<file path="config.mk">
export PLATFORM = sky130hd
export DESIGN_NAME = pscl_counter
export DESIGN_NICKNAME = d
export VERILOG_FILES = /design/src/rtl/pscl_pkg.sv /design/src/rtl/pscl_edge_det.sv /design/src/rtl/pscl_div.sv /design/src/rtl/pscl_counter.sv
export SDC_FILE = /design/constraint.sdc
export NUM_CORES = 1
export LEC_CHECK = 0
export BUFFER_PORTS_ARGS = -buffer_cell sky130_fd_sc_hd__buf_4
export CORE_MARGIN = 4
export CORE_UTILIZATION = 38
export DETAILED_ROUTE_END_ITERATION = 16
export MAX_ROUTING_LAYER = met4
export PLACE_DENSITY_LB_ADDON = 0.05
export RECOVER_POWER = 50
export SYNTH_ARGS = -nofsm -noshare
export SYNTH_HDL_FRONTEND = slang
export SYNTH_HIERARCHICAL = 1
export SYNTH_SLANG_ARGS = --single-unit
</file>
<file path="constraint.sdc">
create_clock -name clk -period 6.5 [get_ports clk]
set_input_delay 1.625 -clock clk [delete_from_list [all_inputs] [get_ports clk]]
set_output_delay 1.625 -clock clk [all_outputs]
set_load 0.01 [all_outputs]
</file>
<file path="src/rtl/pscl_pkg.sv">
package pscl_pkg;
  localparam int unsigned DW     = 8;
  localparam int unsigned PS_W   = 3;
  localparam logic [1:0]  A_CNT  = 2'd0;
  localparam logic [1:0]  A_CTRL = 2'd1;
  localparam logic [1:0]  A_IRQ  = 2'd2;

  typedef struct packed {
    logic            src_ext;   // bit 5
    logic            edge_fall; // bit 4
    logic            ps_wdt;    // bit 3
    logic [PS_W-1:0] ratio;     // bits 2:0
  } ctrl_t;

  localparam ctrl_t CTRL_RST = '{src_ext: 1'b1, edge_fall: 1'b1, ps_wdt: 1'b1, ratio: '1};
endpackage

</file>
<file path="src/rtl/pscl_edge_det.sv">
module pscl_edge_det #(
  parameter int unsigned STAGES = 2
) (
  input  logic clk,
  input  logic rst_n,
  input  logic pin_i,
  input  logic fall_i,
  output logic pulse_o
);
  logic [STAGES-1:0] sync_q;
  logic              prev_q;
  logic              cur;

  genvar g;
  generate
    for (g = 0; g < STAGES; g++) begin : g_stage
      if (g == 0) begin : g_first
        always_ff @(posedge clk or negedge rst_n)
          if (!rst_n) sync_q[0] <= 1'b0;
          else        sync_q[0] <= pin_i;
      end else begin : g_next
        always_ff @(posedge clk or negedge rst_n)
          if (!rst_n) sync_q[g] <= 1'b0;
          else        sync_q[g] <= sync_q[g-1];
      end
    end
  endgenerate

  assign cur = sync_q[STAGES-1];

  always_ff @(posedge clk or negedge rst_n)
    if (!rst_n) prev_q <= 1'b0;
    else        prev_q <= cur;

  assign pulse_o = fall_i ? (prev_q & ~cur) : (cur & ~prev_q);
endmodule

</file>
<file path="src/rtl/pscl_div.sv">
module pscl_div #(
  parameter int unsigned CW = 8,
  parameter int unsigned SW = 4
) (
  input  logic          clk,
  input  logic          rst_n,
  input  logic          clr_i,
  input  logic          tick_i,
  input  logic [SW-1:0] shift_i,
  output logic          out_o
);
  logic [CW-1:0] cnt_q, cnt_d;
  logic [CW:0]   span;
  logic          last;

  assign span  = ({{CW{1'b0}}, 1'b1} << shift_i) - 1'b1;
  assign last  = (cnt_q == span[CW-1:0]);
  assign out_o = tick_i & last & ~clr_i;

  always_comb begin
    cnt_d = cnt_q;
    if (clr_i)       cnt_d = '0;
    else if (tick_i) cnt_d = last ? '0 : cnt_q + 1'b1;
  end

  always_ff @(posedge clk or negedge rst_n)
    if (!rst_n) cnt_q <= '0;
    else        cnt_q <= cnt_d;
endmodule

</file>
<file path="src/rtl/pscl_counter.sv">
module pscl_counter
  import pscl_pkg::*;
#(
  parameter int unsigned SYNC_STAGES = 2
) (
  input  logic          clk,
  input  logic          rst_n,
  input  logic          tick_int_i,
  input  logic          ext_pin_i,
  input  logic          wdt_src_i,
  input  logic          wr_en_i,
  input  logic [1:0]    addr_i,
  input  logic [DW-1:0] wdata_i,
  output logic [DW-1:0] rdata_o,
  output logic          irq_o,
  output logic          wdt_tick_o
);
  localparam int unsigned SH_W = $clog2(DW + 1);

  ctrl_t         ctrl_q, ctrl_d;
  logic [DW-1:0] cnt_q, cnt_d;
  logic          flag_q, flag_d, ien_q, ien_d, gie_q, gie_d;
  logic          ext_pulse, src_tick, div_tick, div_out, div_clr, inc, ovf;
  logic          wr_cnt, wr_ctrl, wr_irq;
  logic [SH_W-1:0] shift;

  pscl_edge_det #(.STAGES(SYNC_STAGES)) u_edge (
    .clk(clk), .rst_n(rst_n), .pin_i(ext_pin_i),
    .fall_i(ctrl_q.edge_fall), .pulse_o(ext_pulse)
  );

  assign wr_cnt  = wr_en_i && (addr_i == A_CNT);
  assign wr_ctrl = wr_en_i && (addr_i == A_CTRL);
  assign wr_irq  = wr_en_i && (addr_i == A_IRQ);

  assign src_tick = ctrl_q.src_ext ? ext_pulse : tick_int_i;

  // shared prescaler: input and ratio follow its owner
  assign div_tick = ctrl_q.ps_wdt ? wdt_src_i : src_tick;
  assign shift    = ctrl_q.ps_wdt ? SH_W'(ctrl_q.ratio) : SH_W'(ctrl_q.ratio) + 1'b1;
  assign div_clr  = wr_cnt & ~ctrl_q.ps_wdt;

  pscl_div #(.CW(DW), .SW(SH_W)) u_div (
    .clk(clk), .rst_n(rst_n), .clr_i(div_clr), .tick_i(div_tick),
    .shift_i(shift), .out_o(div_out)
  );

  assign inc        = ctrl_q.ps_wdt ? src_tick : div_out;
  assign wdt_tick_o = ctrl_q.ps_wdt ? div_out : wdt_src_i;
  assign ovf        = inc & ~wr_cnt & (cnt_q == {DW{1'b1}});

  always_comb begin
    cnt_d  = cnt_q;
    ctrl_d = ctrl_q;
    flag_d = flag_q;
    ien_d  = ien_q;
    gie_d  = gie_q;
    if (wr_cnt)   cnt_d = wdata_i;
    else if (inc) cnt_d = cnt_q + 1'b1;
    if (wr_ctrl)  ctrl_d = ctrl_t'(wdata_i[5:0]);
    if (wr_irq) begin
      flag_d = wdata_i[0];
      ien_d  = wdata_i[1];
      gie_d  = wdata_i[2];
    end
    if (ovf) flag_d = 1'b1;
  end

  always_ff @(posedge clk or negedge rst_n)
    if (!rst_n) begin
      cnt_q  <= '0;
      ctrl_q <= CTRL_RST;
      flag_q <= 1'b0;
      ien_q  <= 1'b0;
      gie_q  <= 1'b0;
    end else begin
      cnt_q  <= cnt_d;
      ctrl_q <= ctrl_d;
      flag_q <= flag_d;
      ien_q  <= ien_d;
      gie_q  <= gie_d;
    end

  always_comb begin
    case (addr_i)
      A_CNT:   rdata_o = cnt_q;
      A_CTRL:  rdata_o = {2'b00, ctrl_q};
      A_IRQ:   rdata_o = {5'b00000, gie_q, ien_q, flag_q};
      default: rdata_o = '0;
    endcase
  end

  assign irq_o = flag_q & ien_q & gie_q;
endmodule

</file>
Word level (Yosys, flattened, before mapping)
Index checks and enable logic that the tools add are counted.
{"block": "totals", "ff_bits": 28, "out_inout_bits": 10}
{"block": "classes", "add_sub_neg": 4, "n_eq_ne": 4, "shifts": 1, "muxes": 14, "n_bitwise": 14, "n_reduce_logical": 7}
{"cell": "$mux 8", "n": 5}
{"cell": "$pmux 8 s3", "n": 1}
{"cell": "$add 8x1->8 const B", "n": 2}
{"cell": "$and 1x1->1", "n": 9}
{"cell": "$eq 8x8->1", "n": 1}
{"cell": "$eq 8x8->1 const B", "n": 1}
{"cell": "$shl 1x4->8 const A", "n": 1}
{"cell": "$sub 8x1->8 const B", "n": 1}
{"cell": "$mux 1", "n": 7}
{"cell": "$reduce_bool 2->1", "n": 3}
{"cell": "$not 1->1", "n": 5}
{"cell": "$add 3x1->4 const B", "n": 1}
{"cell": "$mux 4", "n": 1}
{"cell": "$logic_and 1x1->1", "n": 3}
{"cell": "$eq 2x1->1 const B", "n": 1}
{"cell": "$eq 2x2->1 const B", "n": 1}
{"cell": "$logic_not 2->1", "n": 1}

Longest topological paths before layout
{"block": "logic_depth", "word_depth": 11, "depth_mapped": 17, "depth_no_buf": 15}

Hierarchy
Netlist, hierarchy kept.
{"mod": "pscl_counter", "n_inst": 1, "cells_per_inst": 112, "area_per_inst_um2": 1069.8, "seq_area_each_um2": 432.9}
{"mod": "pscl_div", "n_inst": 1, "cells_per_inst": 78, "area_per_inst_um2": 718.2, "seq_area_each_um2": 200.2}
{"mod": "pscl_edge_det", "n_inst": 1, "cells_per_inst": 6, "area_per_inst_um2": 97.6, "seq_area_each_um2": 75.1}

Least setup slack after synthesis
Ideal clock, no wire load.
{"block": "synth_path", "path_type": "register -> output", "start": "reg ctrl_q[3] in the netlist's numbering", "end": "out wdt_tick_o", "arrival_ps": 3269, "path_slack_ps": 1606, "path_stages_with_launch": 13, "path_cell_list": "dfstp_2 > clkbuf_1 > mux2_2 > buf_2 > or4_1 > ha_1 > xor2_1 > o21ai_0 > nor4_4 > nand3_1 > nor3_1 > nand2_1 > o21ai_0"}
{"block": "synth_between", "elab_chain_cells": 7}
{"item": "start, declared", "line_no": "pscl_counter.sv:20", "rtl": "ctrl_t ctrl_q, ctrl_d;"}
{"item": "start signal, assigned", "line_no": "pscl_counter.sv:78", "rtl": "ctrl_q <= ctrl_d;"}
{"item": "$mux 4", "line_no": "pscl_counter.sv:40", "rtl": "assign shift = ctrl_q.ps_wdt ? SH_W'(ctrl_q.ratio) : SH_W'(ctrl_q.ratio) + 1'b1;"}
{"item": "via shift[1]", "line_no": "pscl_counter.sv:25", "rtl": "logic [SH_W-1:0] shift;"}
{"item": "$shl 1x4->8", "line_no": "pscl_div.sv:16", "rtl": "assign span = ({{CW{1'b0}}, 1'b1} << shift_i) - 1'b1;"}
{"item": "$sub 8x1->8", "line_no": "pscl_div.sv:16"}
{"item": "$eq 8x8->1", "line_no": "pscl_div.sv:17", "rtl": "assign last = (cnt_q == span[CW-1:0]);"}
{"item": "$and 1x1->1 (2 in a row)", "line_no": "pscl_div.sv:18", "rtl": "assign out_o = tick_i & last & ~clr_i;"}
{"item": "via div_out", "line_no": "pscl_counter.sv:23", "rtl": "logic ext_pulse, src_tick, div_tick, div_out, div_clr, inc, ovf;"}
{"item": "$mux 1", "line_no": "pscl_counter.sv:49", "rtl": "assign wdt_tick_o = ctrl_q.ps_wdt ? div_out : wdt_src_i;"}
{"item": "end, declared", "line_no": "pscl_counter.sv:16", "rtl": "output logic wdt_tick_o"}
The timed path passes the listed nets, and every way through them passes these cells.

Final worst setup path
{"block": "layout_path", "start": "reg ctrl_q[0] in the netlist's numbering", "end": "out wdt_tick_o"}
{"block": "layout_between", "elab_chain_cells": 8}
{"item": "$add 3x1->4", "line_no": "pscl_counter.sv:40"}
{"item": "$mux 4", "line_no": "pscl_counter.sv:40"}
{"item": "via shift[2]", "line_no": "pscl_counter.sv:25"}
{"item": "$shl 1x4->8", "line_no": "pscl_div.sv:16"}
{"item": "$sub 8x1->8", "line_no": "pscl_div.sv:16"}
{"item": "$eq 8x8->1", "line_no": "pscl_div.sv:17"}
{"item": "$and 1x1->1 (2 in a row)", "line_no": "pscl_div.sv:18"}
{"item": "via div_out", "line_no": "pscl_counter.sv:23"}
{"item": "$mux 1", "line_no": "pscl_counter.sv:49"}
The timed path passes the listed nets, and every way through them passes these cells.

==> run metrics <==
WP data required 4.88 ns; CTS tree yes; Net Count, Synth 216; Power Density 325 nW/um^2; routed vias/inst 5.34; Final Hold Fails 0; final worst slack 1.25 ns; worst-margin pin slew 1.52 ns; Setup TNS 0 ns; post-route clock period utilization 0.808; flop2flop setup slack 2.27 ns; clk buf depth 2; vias 1506; total core area 4750 um^2; initial antenna violation count 0; Crit Path Class reg2out; placed cell areas 2090 um^2; Worst Hold Path EP u_edge/cur$_DFF_PN0_; R2R Path End cnt_q[7]$_DFFE_PN0P_; layout cell share with drive strength beyond 1 0.219; Synth Instances 196; post-route core utilization 0.450; Antenna diodes 0; Worst Hold Depth 0; share of the synthesized area in the top cell type 0.292; Die Wd 78.4 um; hold buffer count at cts 0; Synth area leader dfrtp_1; R2R cell count 15; highest clock rate 190 MHz; type of origin of the critical path flop; Design Power 0.695 mW; Avg Synthesized Cell Area 9.62 um^2; io pins 26; cts repair resizes 0; GRT Overall Usage 0.146; final instance area 2140 um^2; most common cell in the synthesized netlist dfrtp_1; Max-Cap Viols 1; Clock Latency Late Sink 0.27 ns; Area Growth Syn to Fin 13.5%; Max Slew Vio Count 29; vias in the first global route 1516; worst slack, placed 1.54 ns; setup bufs post-CTS 0; Hold Path Class reg2reg; Tmin final 5.25 ns; Post-synth top cells dfrtp_1, nand2_1, o21ai_0; CP arrival 3.63 ns; DR pass1 iterations 4; NumNets Final 236; Worst Clk Skew 0.00491 ns; row count 25; first-pass GRT wire length 7040 um; Reg-to-Reg Start ctrl_q[0]$_DFFE_PN1P_; Post-Layout Cell Count 282; largest fanout on the critical path 12; yosys warns 6; Post-Place Cells 278; ys async rst share 1.00; Antenna Nets Post-Route 0; setup violators final 0; CTS Buf Count 3; status finished with violations; H-tree depth 1; hpwl dp 3210 um; RD Place Congestion 0.825; Synth Flop Type dfrtp_1; Hold Path Origin u_edge/sync_q[0]$_DFF_PN0_; Distinct cells, synth 45; DRC errors left 0; Hold WS 0.361 ns; Pleak 0.896 nW; Clock Pin Slew Worst Setup and Hold Paths 0.10 ns; # port buffers 25; RSZ-0062 raised after global routing false; Synth area leaders dfrtp_1, dfstp_2, mux2_2; kind of end point of the critical path primary output; failing checks max-capacitance violations, max-slew violations; Slew HR -0.0105; number of synthesized flops with an enable pin 0; Starting Density 0.397; WL final 4080 um; die height 78.4 um; FF+latch count, synth 28; DR WL/cell 14.5 um; post-synthesis sequential area ratio 0.376; largest net degree at the start of global routing 29; Syn Std Cell Area 1890 um^2; Root Buffer Master clkbuf_8; Die ar. 6150 um^2; maximum vdd drop 0.116 mV; initial DRC count 58; CTS Sinks 28; total gr overflow 0
[metal layers]
layer | share of wire | global-route usage | up-vias
met5 | 0 | - | -
met4 | 0.0098 | 0.0420 | 0
met3 | 0.038 | 0.0229 | 4
met2 | 0.45 | 0.221 | 25
met1 | 0.50 | 0.202 | 731
li1 | - | - | 746
[report_power, final]
group / total (mW) / switching, mW / internal (mW)
Sequential: 0.287 / 0.0643 / 0.223
Combinational: 0.298 / 0.155 / 0.143
Clock: 0.109 / 0.0550 / 0.0543
Total: 0.695 / 0.274 / 0.421
[state kept, by name, summed over array words and instances (netlist names)]
name           cells
cnt_q              8
ctrl_q             6
flag_q             1
gie_q              1
ien_q              1
u_div/cnt_q        8
u_edge/cur         1
u_edge/prev_q      1
u_edge/sync_q      1
[cell type report]
class	count	area, um^2
fillers	496	2610
multi-input cells	153	1090
flip-flops and latches	28	708
repair buffers	25	180
well taps	67	83.8
clock buffers	4	55.1
inverters	5	18.8
[worst max-delay path by stage]
stage                           from    endpoint  slack, ns  cells past startpoint
3_5_place_dp   ctrl_q[3]$_DFFE_PN1P_  wdt_tick_o       1.54                     11
4_1_cts        ctrl_q[3]$_DFFE_PN1P_  wdt_tick_o       1.22                     11
3_3_place_gp   ctrl_q[3]$_DFFE_PN1P_  wdt_tick_o       1.59                     11
5_1_grt        ctrl_q[0]$_DFFE_PN1P_  wdt_tick_o       0.81                     14
2_1_floorplan  ctrl_q[3]$_DFFE_PN1P_  wdt_tick_o       1.61                     12
6_report       ctrl_q[0]$_DFFE_PN1P_  wdt_tick_o       1.25                     14
[logic make-up after synthesis]
logic type | share of synthesized area
fa+ha+maj | 0.0265
compound gates | 0.150
xor+xnor | 0.0697
flops | 0.376
simple gates | 0.228
buf+inv | 0.0438
mux | 0.107
[cell usage in the layout, fill, tap and decap left out, drive strengths merged, types with 2 or more instances in the layout]
master / instances
a21o: 3
a211oi: 2
xnor2: 11
mux2: 9
a21oi: 3
or4: 4
and3: 3
clkbuf: 7
and2: 9
o31ai: 2
o21a: 2
nand3b: 2
nand3: 9
a31oi: 4
xor2: 4
o211ai: 2
nor2: 11
dfrtp: 22
nor2b: 3
inv: 5
mux2i: 10
nand2b: 3
nor3: 4
nand2: 17
buf: 22
nand4: 4
or3: 2
o21ai: 13
dfstp: 6
a211o: 2
ha: 4
[worst max-delay path, cell delays in order, from the launching register on]
cell and delay, ns:
dfstp_2 0.58, ha_1 0.16, nand2b_1 0.07, xnor2_1 0.72, nor3_1 0.14, nand2_1 0.12
ha_1 0.27, xnor2_1 0.16, xnor2_1 0.13, nor4_4 0.35, nand3_1 0.13, nor3_1 0.21
nand2_1 0.07, o21ai_0 0.09, buf_4 0.15
(Power assumes the default switching activity.)
